<file path="src/rtl/period_timer_pkg.sv">
package period_timer_pkg;

  localparam int unsigned MODE_W = 5;

  // Last prescaler count before a tick: 2^sel - 1.
  function automatic logic [7:0] presc_last(input logic [7:0] sel);
    return 8'((32'd1 << sel) - 32'd1);
  endfunction

  // One-shot operation is selected by mode bit 3.
  function automatic logic is_oneshot(input logic [MODE_W-1:0] m);
    return m[3];
  endfunction

  // External input acts as a synchronous clear in periodic modes with low bits set.
  function automatic logic ext_clears(input logic [MODE_W-1:0] m);
    return (m[3] == 1'b0) && (m[2:0] != 3'd0);
  endfunction

endpackage

</file>
<file path="src/rtl/pt_sync.sv">
module pt_sync #(
  parameter int unsigned STAGES = 2
) (
  input  logic clk,
  input  logic rst_n,
  input  logic d,
  output logic q
);
  logic [STAGES-1:0] chain;

  generate
    if (STAGES == 1) begin : g_single
      always_ff @(posedge clk or negedge rst_n) begin
        if (!rst_n) chain <= '0;
        else        chain <= d;
      end
    end else begin : g_multi
      always_ff @(posedge clk or negedge rst_n) begin
        if (!rst_n) chain <= '0;
        else        chain <= {chain[STAGES-2:0], d};
      end
    end
  endgenerate

  assign q = chain[STAGES-1];
endmodule

</file>
<file path="src/rtl/pt_prescaler.sv">
module pt_prescaler
  import period_timer_pkg::*;
#(
  parameter int unsigned SEL_W = 3
) (
  input  logic             clk,
  input  logic             rst_n,
  input  logic             run,
  input  logic             clr,
  input  logic [SEL_W-1:0] sel,
  output logic             tick
);
  localparam int unsigned CW = (1 << SEL_W) - 1;

  logic [CW-1:0] pcnt;
  logic [CW-1:0] last_val;

  assign last_val = CW'(presc_last(8'(sel)));
  assign tick     = run && !clr && (pcnt == last_val);

  always_ff @(posedge clk or negedge rst_n) begin
    if (!rst_n)              pcnt <= '0;
    else if (clr || !run)    pcnt <= '0;
    else if (tick)           pcnt <= '0;
    else                     pcnt <= pcnt + 1'b1;
  end

  // a tick always restarts the prescale count
  p_tick_restart_r2: assert property (@(posedge clk) disable iff (!rst_n)
    tick |=> (pcnt == '0));
  // clear empties the prescaler
  p_presc_clear_r7: assert property (@(posedge clk) disable iff (!rst_n)
    clr |=> (pcnt == '0));
endmodule

</file>
<file path="src/rtl/pt_counter.sv">
module pt_counter #(
  parameter int unsigned W = 8
) (
  input  logic         clk,
  input  logic         rst_n,
  input  logic         tick,
  input  logic         clr,
  input  logic [W-1:0] period,
  output logic [W-1:0] count,
  output logic         match_evt
);
  assign match_evt = tick && !clr && (count == period);

  always_ff @(posedge clk or negedge rst_n) begin
    if (!rst_n)          count <= '0;
    else if (clr)        count <= '0;
    else if (match_evt)  count <= '0;
    else if (tick)       count <= count + 1'b1;
  end

  // a non-matching tick steps the count by one
  p_step_r1: assert property (@(posedge clk) disable iff (!rst_n)
    (tick && !match_evt && !clr) |=> (count == $past(count) + 1'b1));
  // a match returns the count to zero
  p_wrap_r1: assert property (@(posedge clk) disable iff (!rst_n)
    match_evt |=> (count == '0));
  // no tick, no clear means the count holds
  p_hold_r5: assert property (@(posedge clk) disable iff (!rst_n)
    (!tick && !clr) |=> $stable(count));
  // clear forces zero
  p_cnt_clear_r7: assert property (@(posedge clk) disable iff (!rst_n)
    clr |=> (count == '0));
endmodule

</file>
<file path="src/rtl/pt_postscaler.sv">
module pt_postscaler #(
  parameter int unsigned PW = 4
) (
  input  logic          clk,
  input  logic          rst_n,
  input  logic          match_evt,
  input  logic          clr,
  input  logic [PW-1:0] sel,
  output logic          pulse
);
  logic [PW-1:0] pcount;
  logic          ratio_hit;

  assign ratio_hit = match_evt && (pcount == sel);

  always_ff @(posedge clk or negedge rst_n) begin
    if (!rst_n) begin
      pcount <= '0;
      pulse  <= 1'b0;
    end else if (clr) begin
      pcount <= '0;
      pulse  <= 1'b0;
    end else begin
      pulse <= ratio_hit;
      if (ratio_hit)      pcount <= '0;
      else if (match_evt) pcount <= pcount + 1'b1;
    end
  end

  // every pulse follows a period match on the previous edge
  p_pulse_source_r3: assert property (@(posedge clk) disable iff (!rst_n)
    pulse |-> $past(match_evt));
  // clear empties the postscaler and gives no pulse
  p_post_clear_r7: assert property (@(posedge clk) disable iff (!rst_n)
    clr |=> (pcount == '0 && !pulse));
endmodule

</file>
<file path="src/rtl/period_timer.sv">
module period_timer
  import period_timer_pkg::*;
#(
  parameter int unsigned CNT_W       = 8,
  parameter int unsigned PRESC_W     = 3,
  parameter int unsigned POST_W      = 4,
  parameter int unsigned SYNC_STAGES = 2
) (
  input  logic               clk,
  input  logic               rst_n,
  input  logic               on_i,
  input  logic [PRESC_W-1:0] presc_sel_i,
  input  logic [POST_W-1:0]  post_sel_i,
  input  logic [CNT_W-1:0]   period_i,
  input  logic [MODE_W-1:0]  mode_i,
  input  logic               ext_rst_i,
  output logic [CNT_W-1:0]   count_o,
  output logic               post_pulse_o,
  output logic               running_o
);
  // Named internal events
  logic on_s, ext_s, on_d, on_rise;
  logic oneshot_mode, clr_evt, run_q, active;
  logic tick, match_evt;

  pt_sync #(.STAGES(SYNC_STAGES)) u_sync_on (
    .clk(clk), .rst_n(rst_n), .d(on_i), .q(on_s));
  pt_sync #(.STAGES(SYNC_STAGES)) u_sync_ext (
    .clk(clk), .rst_n(rst_n), .d(ext_rst_i), .q(ext_s));

  assign oneshot_mode = is_oneshot(mode_i);
  assign clr_evt      = ext_s && ext_clears(mode_i);
  assign on_rise      = on_s && !on_d;
  assign active       = on_s && (!oneshot_mode || run_q || on_rise);

  always_ff @(posedge clk or negedge rst_n) begin
    if (!rst_n) begin
      on_d  <= 1'b0;
      run_q <= 1'b0;
    end else begin
      on_d <= on_s;
      if (!on_s)                           run_q <= 1'b0;
      else if (oneshot_mode && match_evt)  run_q <= 1'b0;
      else if (on_rise)                    run_q <= 1'b1;
    end
  end

  pt_prescaler #(.SEL_W(PRESC_W)) u_presc (
    .clk(clk), .rst_n(rst_n), .run(active), .clr(clr_evt),
    .sel(presc_sel_i), .tick(tick));

  pt_counter #(.W(CNT_W)) u_cnt (
    .clk(clk), .rst_n(rst_n), .tick(tick), .clr(clr_evt),
    .period(period_i), .count(count_o), .match_evt(match_evt));

  pt_postscaler #(.PW(POST_W)) u_post (
    .clk(clk), .rst_n(rst_n), .match_evt(match_evt), .clr(clr_evt),
    .sel(post_sel_i), .pulse(post_pulse_o));

  assign running_o = active;

  // a one-shot match stops the timer on the next cycle
  p_oneshot_halt_r6: assert property (@(posedge clk) disable iff (!rst_n)
    (oneshot_mode && match_evt && !on_rise) |=> !running_o);
  // no ticks while the synchronized enable is low
  p_off_no_tick_r5: assert property (@(posedge clk) disable iff (!rst_n)
    !on_s |-> !tick);
  // the external input cannot clear in mode zero or one-shot
  p_ext_ignored_r8: assert property (@(posedge clk) disable iff (!rst_n)
    ((mode_i == '0) || oneshot_mode) |-> !clr_evt);
endmodule

</file>
<file path="config.mk">
export PLATFORM = sky130hd
export DESIGN_NAME = period_timer
export DESIGN_NICKNAME = d
export VERILOG_FILES = /design/src/rtl/period_timer_pkg.sv /design/src/rtl/pt_sync.sv /design/src/rtl/pt_prescaler.sv /design/src/rtl/pt_counter.sv /design/src/rtl/pt_postscaler.sv /design/src/rtl/period_timer.sv
export SDC_FILE = /design/constraint.sdc
export NUM_CORES = 1
export LEC_CHECK = 0
export BUFFER_PORTS_ARGS = -buffer_cell sky130_fd_sc_hd__buf_2
export CAP_MARGIN = 20
export CORE_AREA = 4 4 73 75
export CTS_CLUSTER_SIZE = 12
export DETAILED_ROUTE_END_ITERATION = 8
export DIE_AREA = 0 0 77 79
export PLACE_DENSITY = 0.6
export RECOVER_POWER = 100
export SKIP_CTS_REPAIR_TIMING = 1
export SYNTH_ARGS = -nofsm -noshare
export SYNTH_HDL_FRONTEND = slang
export SYNTH_SLANG_ARGS = --single-unit
</file>
<file path="constraint.sdc">
create_clock -name clk -period 4.9 [get_ports clk]
set_clock_uncertainty 0.05 [all_clocks]
set_input_delay 0 -clock clk [delete_from_list [all_inputs] [get_ports clk]]
set_output_delay 0 -clock clk [all_outputs]
set_load 0.05 [all_outputs]
</file>
==> results.json <==
{
  "post_drt_wl_per_cell_um": 13.4,
  "worst_ir_drop_vdd_uv": 126,
  "p_switching_w": 0.0000969,
  "post-route-period-util_pct": 63.9,
  "count_of_input_and_output_buffers": 32,
  "layout_cells_sized_above_1_pct": 14.4,
  "yosys_register_bits": 26,
  "layout_commonest_cell": "dfrtp_1",
  "nNetsFinal": 216,
  "die-height_um": 79,
  "drt-total-wl_mm": 3.25,
  "min_period_ps": 3130,
  "final-max-slew-violation-count": 0,
  "initial_utilization_pct": 32.2,
  "worst_path_largest_cell_delay_ps": 1070,
  "n_fill_cell": 472,
  "drtPass1Iterations": 4,
  "post_dr_vias_cell": 5.21,
  "die-width_um": 77,
  "fin_hold_ws_ps": 154,
  "finalSetupViolations": 0,
  "synth_top_cell_by_area": "dfrtp_1",
  "ant_nets": 0,
  "grt_setup_unrepaired": "no",
  "core_um2": 4660,
  "drt-met1-wl_mm": 1.56,
  "timing.critical_path.fanout_max": 20,
  "worstSetupPathType": "reg -> reg",
  "cts-buffers-inserted": 3,
  "synthTopCellsByArea": "dfrtp_1 43%, xnor2_1 7.0%, xor2_1 4.7%",
  "synth_nets": 180,
  "ys_warn_count": 0,
  "leakage_nw": 0.717,
  "final_cell_mix": "26 x dfrtp_1, 21 x buf_2, 12 x nor2_1, 12 x xnor2_1, 11 x clkbuf_1",
  "grt_pass1_wl_mm": 5.13,
  "top_routing_layer_in_use": "met4",
  "syn_area_um2": 1500,
  "relSlewSlack_pct": 6.39,
  "max_slew.worst_pin.slew_ps": 1400,
  "fin_util_pct": 37.8,
  "min-delay-path-class": "in -> reg",
  "synth_largest_type_area_fraction_pct": 43.4,
  "timing.critical_path.to_type": "register",
  "pwr-share-comb_pct": 12.2,
  "yosysUniqueCellTypes": 39,
  "route.vias.total": 1260,
  "grt_util_all_layers_pct": 10.5,
  "share_seq_of_total_power_pct": 54.6,
  "io_pins": 34,
  "total_congestion_overflow_after_global_routing": 0,
  "run_status": "finished, final reports clean",
  "wl_met3_um": 164,
  "dp.final_hpwl_mm": 2.40,
  "seq_area_frac_synth_pct": 43.4,
  "grt_start_max_net_pins": 27,
  "synth_edf_count": 0,
  "power.density_nw_per_um2": 231,
  "root_buffer": "clkbuf_8",
  "crit_path_top_delay_cell": "o31ai_1",
  "finalHoldViolations": 0,
  "setup_tns_final_ps": 0,
  "switching_share_pct": 23.8,
  "detail_route.drc_violations": 0,
  "post_synth.cell_area_avg_um2": 9.81,
  "cts_tree": "done",
  "cts-htree-levels": 1,
  "synthesis.instances": 153,
  "cp_cell_sequence": "xor2_1 -> or4_1 -> a2111o_1 -> o31ai_1 -> mux2i_1",
  "max-cap-violations": 0,
  "gp_routability_congestion": 0.749,
  "cell_internal_pwr_w": 0.000310,
  "flow.area_growth_from_synthesis_pct": 17.4,
  "number_of_global_route_vias_before_repair": 1063,
  "postLayoutCellArea_um2": 1760,
  "clock_sinks": 26,
  "grt_antenna_before_repair": 0,
  "worstPathRequired_ps": 4950,
  "clkSlewWorstSetupHoldPaths_ps": 90,
  "floorplan.die_area_um2": 6080,
  "clk_latency_ps": 270,
  "cts_max_path_buffers": 2,
  "drt_iter0_drc": 59,
  "power.share.clock_pct": 33.2,
  "asr_flop_ratio_synth_pct": 100,
  "dominantRegCellSynth": "dfrtp_1",
  "met2_wl_post_dr_mm": 1.48,
  "start_kind": "register",
  "clock.fmax_ghz": 0.319,
  "rows": 25,
  "postPlaceCellArea_um2": 1690,
  "totalPowerFinal_w": 0.000407,
  "antenna_cells": 0,
  "worst-endpoint-arrival_ps": 3180
}
==> cell families after synthesis <==
logic type / count (synthesis) / synth area share (%)
mux: 3 / 2.00
fa+ha+maj: 3 / 2.50
buf+inv: 15 / 4.84
compound gates: 35 / 17.0
simple gates: 51 / 18.6
xor+xnor: 20 / 11.7
flops: 26 / 43.4
==> power groups by stage <==
stage	Combinational [W]	Clock (W)	Sequential [W]
detailed placement	0.0000487	0	0.000227
finish	0.0000495	0.000135	0.000222
global route	0.0000554	0.000151	0.000223
CTS	0.0000489	0.000141	0.000222
global placement	0.0000483	0	0.000226
floorplan	0.0000278	0	0.000227
==> Yosys cell counts (2+ instances only) <==
library cell and instances:
and3_1 2, mux2i_1 3, nand4_1 2, o21a_1 2, nor3_1 3, o311ai_0 3
dfrtp_1 26, nor4b_1 2, ha_1 3, nor2_1 12, nand2_1 5, nand3_1 9
xnor2_1 12, o21ai_0 6, inv_1 9, clkbuf_1 3, a21oi_1 7, or4_1 5
o22ai_1 2, xor2_1 8, buf_6 2, o31ai_1 7, nor4_1 4
==> state kept, by name, indices dropped and copies added, names as in the netlist <==
register          count
u_post.pulse          1
u_sync_on.chain       2
u_post.pcount         4
run_q                 1
on_d                  1
u_cnt.count           8
u_presc.pcnt          7
u_sync_ext.chain      2
==> stage by stage <==
step	worst slack (ps)	instances
6_report	1770	242
5_1_grt	1480	242
4_1_cts	2310	237
3_5_place_dp	2320	233
3_3_place_gp	2340	233
2_1_floorplan	2640	153
==> worst max-delay path: cells and delay by family, from the launching register on <==
| kind | cells | cell delay, ps |
|---|---|---|
| flops | 1 | 440 |
| simple gates | 1 | 420 |
| mux | 1 | 170 |
| compound gates | 2 | 1730 |
| xor+xnor | 1 | 150 |
==> area by class of cell <==
type	count	area [um^2]	area share, %
multi-input cells	112	763	43.3
flip-flops and latches	26	651	36.9
repair buffers	37	191	10.9
well taps	54	67.6	3.84
clock buffers	4	55.1	3.12
inverters	9	33.8	1.92
==> final timing paths <==
| kind | startpoint | to | slack [ps] | depth (start not counted) |
|---|---|---|---|---|
| setup / recovery | u_presc.pcnt[0] | u_post.pcount[0] | 1770 | 5 |
| setup reg to reg | u_presc.pcnt[0] | u_post.pcount[0] | 1770 | 5 |
| min in group asynchronous | rst_n | u_cnt.count[5] | 530 | 2 |
| max in group asynchronous | rst_n | u_presc.pcnt[2] | 3440 | 2 |
| hold reg to reg | u_sync_on.chain[0] | u_sync_on.chain[1] | 300 | 0 |
| hold / removal | post_sel_i[2] | u_post.pulse | 150 | 4 |
==> per-layer routing <==
| metal | vias up | track usage, % |
|---|---|---|
| li1 | 633 | - |
| met1 | 590 | 14.9 |
| met2 | 33 | 15.8 |
| met3 | 4 | 1.81 |
| met4 | 0 | 4.27 |
| met5 | - | 0 |
Power figures use the tool's default switching activity.
